## src/rtl/tbf_pkg.sv

```systemverilog
package tbf_pkg;
  typedef enum logic {
    ST_IDLE  = 1'b0,
    ST_COUNT = 1'b1
  } tbf_state_e;
endpackage

```

## src/rtl/tbf_rstsync.sv

```systemverilog
module tbf_rstsync #(
  parameter int unsigned STAGES = 2
) (
  input  logic clk,
  input  logic rst_n,
  output logic rst_n_sync
);
  logic [STAGES-1:0] chain_q;

  always_ff @(posedge clk or negedge rst_n) begin
    if (!rst_n) chain_q <= '0;
    else        chain_q <= {chain_q[STAGES-2:0], 1'b1};
  end

  assign rst_n_sync = chain_q[STAGES-1];
endmodule

```

## src/rtl/tbf_sync.sv

```systemverilog
module tbf_sync #(
  parameter int unsigned STAGES = 2
) (
  input  logic clk,
  input  logic rst_n,
  input  logic evt_async,
  output logic edge_o
);
  logic [STAGES-1:0] sync_q;
  logic              prev_q;
  logic              lvl;

  genvar g;
  generate
    for (g = 0; g < STAGES; g++) begin : g_stage
      if (g == 0) begin : g_first
        always_ff @(posedge clk or negedge rst_n) begin
          if (!rst_n) sync_q[g] <= 1'b0;
          else        sync_q[g] <= evt_async;
        end
      end else begin : g_next
        always_ff @(posedge clk or negedge rst_n) begin
          if (!rst_n) sync_q[g] <= 1'b0;
          else        sync_q[g] <= sync_q[g-1];
        end
      end
    end
  endgenerate

  assign lvl = sync_q[STAGES-1];

  always_ff @(posedge clk or negedge rst_n) begin
    if (!rst_n) prev_q <= 1'b0;
    else        prev_q <= lvl;
  end

  assign edge_o = lvl & ~prev_q;

  // An edge pulse never lasts more than one cycle (level does not retrigger).
  assert_edge_single_R1: assert property (@(posedge clk) disable iff (!rst_n)
    edge_o |=> !edge_o);
endmodule

```

## src/rtl/tbf_cfg.sv

```systemverilog
module tbf_cfg #(
  parameter int unsigned        REG_AW   = 8,
  parameter int unsigned        DLY_W    = 16,
  parameter logic [REG_AW-1:0]  DLY_ADDR = 'h29
) (
  input  logic              clk,
  input  logic              rst_n,
  input  logic              cfg_we,
  input  logic [REG_AW-1:0] cfg_addr,
  input  logic [DLY_W-1:0]  cfg_wdata,
  output logic [DLY_W-1:0]  dly_o
);
  logic             hit;
  logic [DLY_W-1:0] dly_q;
  logic [DLY_W-1:0] dly_d;

  assign hit = cfg_we && (cfg_addr == DLY_ADDR);

  always_comb begin
    dly_d = dly_q;
    if (hit) dly_d = cfg_wdata;
  end

  always_ff @(posedge clk or negedge rst_n) begin
    if (!rst_n) dly_q <= '0;
    else        dly_q <= dly_d;
  end

  assign dly_o = dly_q;

  assert_cfg_other_addr_R3: assert property (@(posedge clk) disable iff (!rst_n)
    (!cfg_we || cfg_addr != DLY_ADDR) |=> $stable(dly_o));
endmodule

```

## src/rtl/tbf_count.sv

```systemverilog
module tbf_count
  import tbf_pkg::*;
#(
  parameter int unsigned DLY_W = 16
) (
  input  logic             clk,
  input  logic             rst_n,
  input  logic             edge_i,
  input  logic             stb_i,
  input  logic [DLY_W-1:0] dly_i,
  output logic             fire_o
);
  tbf_state_e       st_q, st_d;
  logic [DLY_W-1:0] cnt_q, cnt_d;
  logic             armed;
  logic             zero;

  assign armed  = (st_q == ST_COUNT);
  assign zero   = (cnt_q == '0);
  assign fire_o = armed && stb_i && zero;

  always_comb begin
    st_d  = st_q;
    cnt_d = cnt_q;
    unique case (st_q)
      ST_IDLE: begin
        if (edge_i) begin
          st_d  = ST_COUNT;
          cnt_d = dly_i;
        end
      end
      ST_COUNT: begin
        if (stb_i) begin
          if (zero) st_d  = ST_IDLE;
          else      cnt_d = cnt_q - DLY_W'(1);
        end
      end
      default: st_d = ST_IDLE;
    endcase
  end

  always_ff @(posedge clk or negedge rst_n) begin
    if (!rst_n) begin
      st_q  <= ST_IDLE;
      cnt_q <= '0;
    end else begin
      st_q  <= st_d;
      cnt_q <= cnt_d;
    end
  end

  // Arming latches the delay value present at that moment.
  assert_load_R9: assert property (@(posedge clk) disable iff (!rst_n)
    (!armed && edge_i) |=> (armed && cnt_q == $past(dly_i)));
  // Without a strobe the count and pending state hold, whatever the edge does.
  assert_hold_R2: assert property (@(posedge clk) disable iff (!rst_n)
    (armed && !stb_i) |=> (armed && $stable(cnt_q)));
  // A second edge during a countdown never reloads the counter.
  assert_ignore_R8: assert property (@(posedge clk) disable iff (!rst_n)
    (armed && edge_i && stb_i && !zero) |=> (cnt_q == $past(cnt_q) - DLY_W'(1)));
  // Issuing the flag releases the pending event.
  assert_release_R6: assert property (@(posedge clk) disable iff (!rst_n)
    fire_o |=> !armed);
endmodule

```

## src/rtl/tbf_mark.sv

```systemverilog
module tbf_mark #(
  parameter int unsigned NCH = 8
) (
  input  logic           clk,
  input  logic           rst_n,
  input  logic           stb_i,
  input  logic           fire_i,
  input  logic [NCH-1:0] en_i,
  output logic [NCH-1:0] mark_o
);
  logic [NCH-1:0] mark_q, mark_d;

  genvar c;
  generate
    for (c = 0; c < NCH; c++) begin : g_ch
      always_comb begin
        mark_d[c] = mark_q[c];
        if (stb_i) mark_d[c] = fire_i & en_i[c];
      end
      always_ff @(posedge clk or negedge rst_n) begin
        if (!rst_n) mark_q[c] <= 1'b0;
        else        mark_q[c] <= mark_d[c];
      end
    end
  endgenerate

  assign mark_o = mark_q;

  assert_mask_R7: assert property (@(posedge clk) disable iff (!rst_n)
    stb_i |=> ((mark_o & ~$past(en_i)) == '0));
  assert_per_sample_R6: assert property (@(posedge clk) disable iff (!rst_n)
    !stb_i |=> $stable(mark_o));
endmodule

```

## src/rtl/tbreak_flagger.sv

```systemverilog
module tbreak_flagger #(
  parameter int unsigned       NCH      = 8,
  parameter int unsigned       DLY_W    = 16,
  parameter int unsigned       REG_AW   = 8,
  parameter logic [REG_AW-1:0] DLY_ADDR = 'h29,
  parameter int unsigned       SYNC_N   = 2
) (
  input  logic              clk,
  input  logic              rst_n,
  input  logic              evt_async,
  input  logic              smp_stb,
  input  logic [NCH-1:0]    chan_en,
  input  logic              cfg_we,
  input  logic [REG_AW-1:0] cfg_addr,
  input  logic [DLY_W-1:0]  cfg_wdata,
  output logic [NCH-1:0]    mark_o
);
  localparam int unsigned RST_N = 2;

  logic             rst_q_n;
  logic             evt_edge;
  logic             fire;
  logic [DLY_W-1:0] dly;

  tbf_rstsync #(.STAGES(RST_N)) u_rst (
    .clk(clk), .rst_n(rst_n), .rst_n_sync(rst_q_n)
  );

  tbf_sync #(.STAGES(SYNC_N)) u_sync (
    .clk(clk), .rst_n(rst_q_n), .evt_async(evt_async), .edge_o(evt_edge)
  );

  tbf_cfg #(.REG_AW(REG_AW), .DLY_W(DLY_W), .DLY_ADDR(DLY_ADDR)) u_cfg (
    .clk(clk), .rst_n(rst_q_n), .cfg_we(cfg_we), .cfg_addr(cfg_addr),
    .cfg_wdata(cfg_wdata), .dly_o(dly)
  );

  tbf_count #(.DLY_W(DLY_W)) u_cnt (
    .clk(clk), .rst_n(rst_q_n), .edge_i(evt_edge), .stb_i(smp_stb),
    .dly_i(dly), .fire_o(fire)
  );

  tbf_mark #(.NCH(NCH)) u_mark (
    .clk(clk), .rst_n(rst_q_n), .stb_i(smp_stb), .fire_i(fire),
    .en_i(chan_en), .mark_o(mark_o)
  );

  // Reset leaves no flag behind.
  assert_reset_clear_R10: assert property (@(posedge clk)
    !rst_q_n |-> (mark_o == '0));
endmodule

```

## config.mk

```make
export PLATFORM = sky130hd
export DESIGN_NAME = tbreak_flagger
export DESIGN_NICKNAME = d
export VERILOG_FILES = /design/src/rtl/tbf_pkg.sv /design/src/rtl/tbf_rstsync.sv /design/src/rtl/tbf_sync.sv /design/src/rtl/tbf_cfg.sv /design/src/rtl/tbf_count.sv /design/src/rtl/tbf_mark.sv /design/src/rtl/tbreak_flagger.sv
export SDC_FILE = /design/constraint.sdc
export NUM_CORES = 1
export LEC_CHECK = 0
export BUFFER_PORTS_ARGS = -buffer_cell sky130_fd_sc_hd__buf_2
export CAP_MARGIN = 10
export CELL_PAD_IN_SITES_DETAIL_PLACEMENT = 1
export CELL_PAD_IN_SITES_GLOBAL_PLACEMENT = 1
export CORE_MARGIN = 5
export CORE_UTILIZATION = 39
export DETAILED_ROUTE_END_ITERATION = 16
export PLACE_DENSITY_LB_ADDON = 0.1
export RECOVER_POWER = 25
export SLEW_MARGIN = 10
export SYNTH_ARGS = -nofsm -noshare
export SYNTH_HDL_FRONTEND = slang
export SYNTH_SLANG_ARGS = --single-unit
```

## constraint.sdc

```tcl
create_clock -name clk -period 1.5 [get_ports clk]
set_clock_uncertainty 0.15 [all_clocks]
set_input_delay 0.225 -clock clk [delete_from_list [all_inputs] [get_ports clk]]
set_output_delay 0.225 -clock clk [all_outputs]
set_load 0.02 [all_outputs]
```

==> results.tsv <==
stage	metric	value	unit
outcome	outcome	complete, but fails checks	
outcome	violations	setup timing	
synthesis	yosys_warnings	0	
run	drv_cap	0	
timing	maxSlewViolCount	0	
critical_path	crit_type	reg -> reg	
clock_tree	clkLatencyLatePin	300	ps
critical_path	worstPathMaxFanout	5	
detailed_routing	wl_per_cell	21.8	µm
synthesis	ys.flop_type	dfrtp_1	
die	dieArea	7500	µm²
clock_tree	numClockSinks	46	
synthesis	synth.area.top_cells	dfrtp_1, mux2_2, a22o_1	
critical_path	crit_family	simple AND/OR/NAND/NOR gates	
timing	clock.fmax	516	MHz
die	ios	45	
die	initial_utilization	39.4	%
timing	finalSetupViolCount	25	
min_path	hold_path.class	reg -> async	
clock_tree	path_clk_slew	90	ps
synthesis	yosys.area_share.simple	17.4	%
synthesis	synth_cell_type_count	58	
synthesis	ys_seq_area_share	50.3	%
timing	final.min_clock_period	1940	ps
detailed_routing	drtAntennaViolNets	0	
global_route	track_usage	22.5	%
clock_tree	cts-root-buf	clkbuf_8	
critical_path	critical_path_arrival	2030	ps
die	core_area	5820	µm²
place	gp_congestion	0.949	
critical_path	critPathLaunchType	flip-flop	
layout	drive_gt1_share	56.4	%
detailed_routing	vias	2303	
synthesis	yosysTopAreaCell	dfrtp_1	
layout	area_growth	63.4	%
detailed_routing	drt_first_iter_violations	125	
synthesis	synthesis.nets	239	
synthesis	postSynthCellCount	201	
synthesis	syn_area_per_cell	11.4	µm²
die	die_h	86.6	µm
detailed_routing	drt-pass1-iter-count	4	
synthesis	synth_compound_area_share	17.9	%
layout	final_nets	372	
synthesis	synth_edf_count	0	
detailed_routing	wl_met2	4.72	mm
detailed_routing	drt_wl_total	8.95	mm
timing	hold_ws	4.93	ps
critical_path	cp.required	1590	ps
critical_path	worstPathCellList	inv_2 > ha_4 > nor4b_4 > nand4_4 > buf_6 > nor2_4 > buf_6 > a22o_1	
detailed_routing	drc	0	
synthesis	syn_area	2290	µm²
detailed_routing	vias_per_cell	5.62	
detailed_routing	highest_layer	met4	
critical_path	crit_buf_inv	3	
timing	rsz0062_at_grt	yes	
place	hpwl	5.17	mm
critical_path	endpoint_kind	flip-flop	
timing	fin_crit_sh	129	%
global_route	antenna_found_initial	0	
clock_tree	cts_tree	built	
global_route	grt_overflow	0	
synthesis	ys_ff_latch	46	
layout	layout.cells.non_filler	410	
timing	hold_viol_final	0	
place	dpl.cell_count	362	
die	chipWidth	86.6	µm
synthesis	synth_top_family_by_area	compound AO/OA/AOI/OAI gates	
clock_tree	cts_buffer_depth	2	
timing	setup_ws	-438	ps
global_route	grt_pass1_wl	12.8	mm
synthesis	synthXorXnorAreaFrac	0	%
synthesis	ys_async_sr_fraction	100	%
clock_tree	numCtsBuffers	5	
power_and_ir_drop	irDropWorstVdd	0.000611	V
layout	fill_cells	614	
critical_path	slowest_stage	dfrtp_1	
synthesis	synth_top_area_share	50.3	%
power_and_ir_drop	leakage	1.75	nW
critical_path	worst_path_most_repeated_cell	buf_6	
detailed_routing	wl_met1	3.60	mm
layout	diodes	0	
global_route	grt_max_degree	28	
critical_path	cp_slowest_stage_delay	420	ps
clock_tree	cts_max_level	2	
power_and_ir_drop	power_density	859	nW/µm²
power_and_ir_drop	total_power	0.00321	W
synthesis	synth_mux_area_share	10.1	%
synthesis	synthAdderAreaFrac	0.546	%
global_route	grt_pass1_vias	2513	
detailed_routing	wl_met3	338	µm
die	std_cell_rows	28	
place	numPortBuffers	44	
==> worst paths after layout <==
kind | cells after the start | start | slack (ps) | endpoint
worst min-delay path | 0 | u_rst.chain_q[1] | 5 | u_cnt.cnt_q[10]
max in group asynchronous | 1 | u_rst.chain_q[1] | 730 | u_cnt.cnt_q[6]
worst max register to register | 8 | u_cnt.cnt_q[0] | -440 | u_mark.mark_o[5]
worst min register to register | 0 | u_rst.chain_q[1] | 5 | u_cnt.cnt_q[10]
worst max-delay path | 8 | u_cnt.cnt_q[0] | -440 | u_mark.mark_o[5]
min in group clk | 2 | cfg_wdata[15] | 10 | u_cfg.dly_o[15]
==> power by group <==
group / internal [W] / switching [W]
Combinational: 0.000483 / 0.000431
Sequential: 0.00132 / 0.0000852
Clock: 0.000466 / 0.000432
==> synth_stat cells, types with 2 or more instances <==
library cell / n
a211oi_1: 5
a21oi_1: 9
a22o_1: 8
a22oi_1: 4
and2_1: 2
clkbuf_1: 7
dfrtp_1: 46
inv_1: 5
mux2_2: 16
mux2i_1: 5
nand2_1: 9
nand2b_1: 2
nand3_1: 4
nand4_1: 3
nor2_1: 10
nor2b_1: 2
nor3_1: 7
nor4_1: 3
nor4_4: 2
o211ai_1: 7
o21ai_1: 2
o221ai_1: 2
o22ai_1: 4
o311ai_1: 2
or3_1: 2
==> layout by cell type, fill, tap and decap left out, types with 8 or more instances in the layout <==
cell type | synthesis | routed
nor2_1 | 10 | 10
mux2_2 | 16 | 16
buf_6 | 1 | 10
dlygate4sd3_1 | 0 | 23
clkbuf_8 | 0 | 8
a21oi_1 | 9 | 8
buf_2 | 1 | 43
a22o_1 | 8 | 8
buf_4 | 0 | 58
dfrtp_1 | 46 | 42
==> kinds of logic (layout without fill, tap and decap cells) <==
logic type	count (synthesis)	count (layout)
other	1	1
AO/OA/AOI/OAI	54	54
multiplexers	21	21
AND/OR/NAND/NOR	61	61
buffers and inverters	17	151
adder cells (fa/ha/maj)	1	1
flip-flops	46	46
==> flip-flops by register name (all words and copies together) (netlist names) <==
signal,flops
u_mark.mark_o,8
u_rst.chain_q,2
u_cfg.dly_o,16
u_sync.sync_q,1
u_cnt.cnt_q,16
u_cnt.armed,1
u_sync.prev_q,1
u_sync.lvl,1
==> worst register-to-register path: stages, from the launching register on <==
cell	delay (ps)
dfrtp_1	420
inv_2	110
ha_4	150
nor4b_4	270
nand4_4	210
buf_6	180
nor2_4	120
buf_6	140
a22o_1	140
==> per-stage QoR <==
stage	setup slack (ps)	utilization, %	area (µm²)	TNS, ps
after floorplan	-353	-	2370	-6430
after detailed placement	-408	51.6	3000	-8750
after global routing	-543	64.4	3740	-11460
after CTS	-368	61.4	3570	-6840
after global placement	-379	51.6	3000	-5920
final	-438	64.4	3740	-9200
==> cell type report <==
cell class | instances | area [µm²] | share of cell area, %
inverters | 6 | 22.5 | 0.602
well taps | 75 | 93.8 | 2.51
repair buffers | 137 | 1040 | 27.7
flip-flops and latches | 46 | 1160 | 30.9
multi-input cells | 138 | 1320 | 35.3
clock buffers | 8 | 110 | 2.94
==> timing repair <==
action	4_1_cts	5_1_grt
pin swaps	20	18
setup buffers	9	7
resized for setup	35	22
hold endpoints to repair	23	1
hold buffers	22	1
setup endpoints to repair	25	25
cloned	1	0
==> per-layer routing <==
layer  GRT usage, %  vias up
li1               -     1040
met1           28.0     1169
met2           39.4       67
met3           4.09       27
met4           7.37        0
met5              0        -
Note: power is estimated with default switching activity, not from simulation.
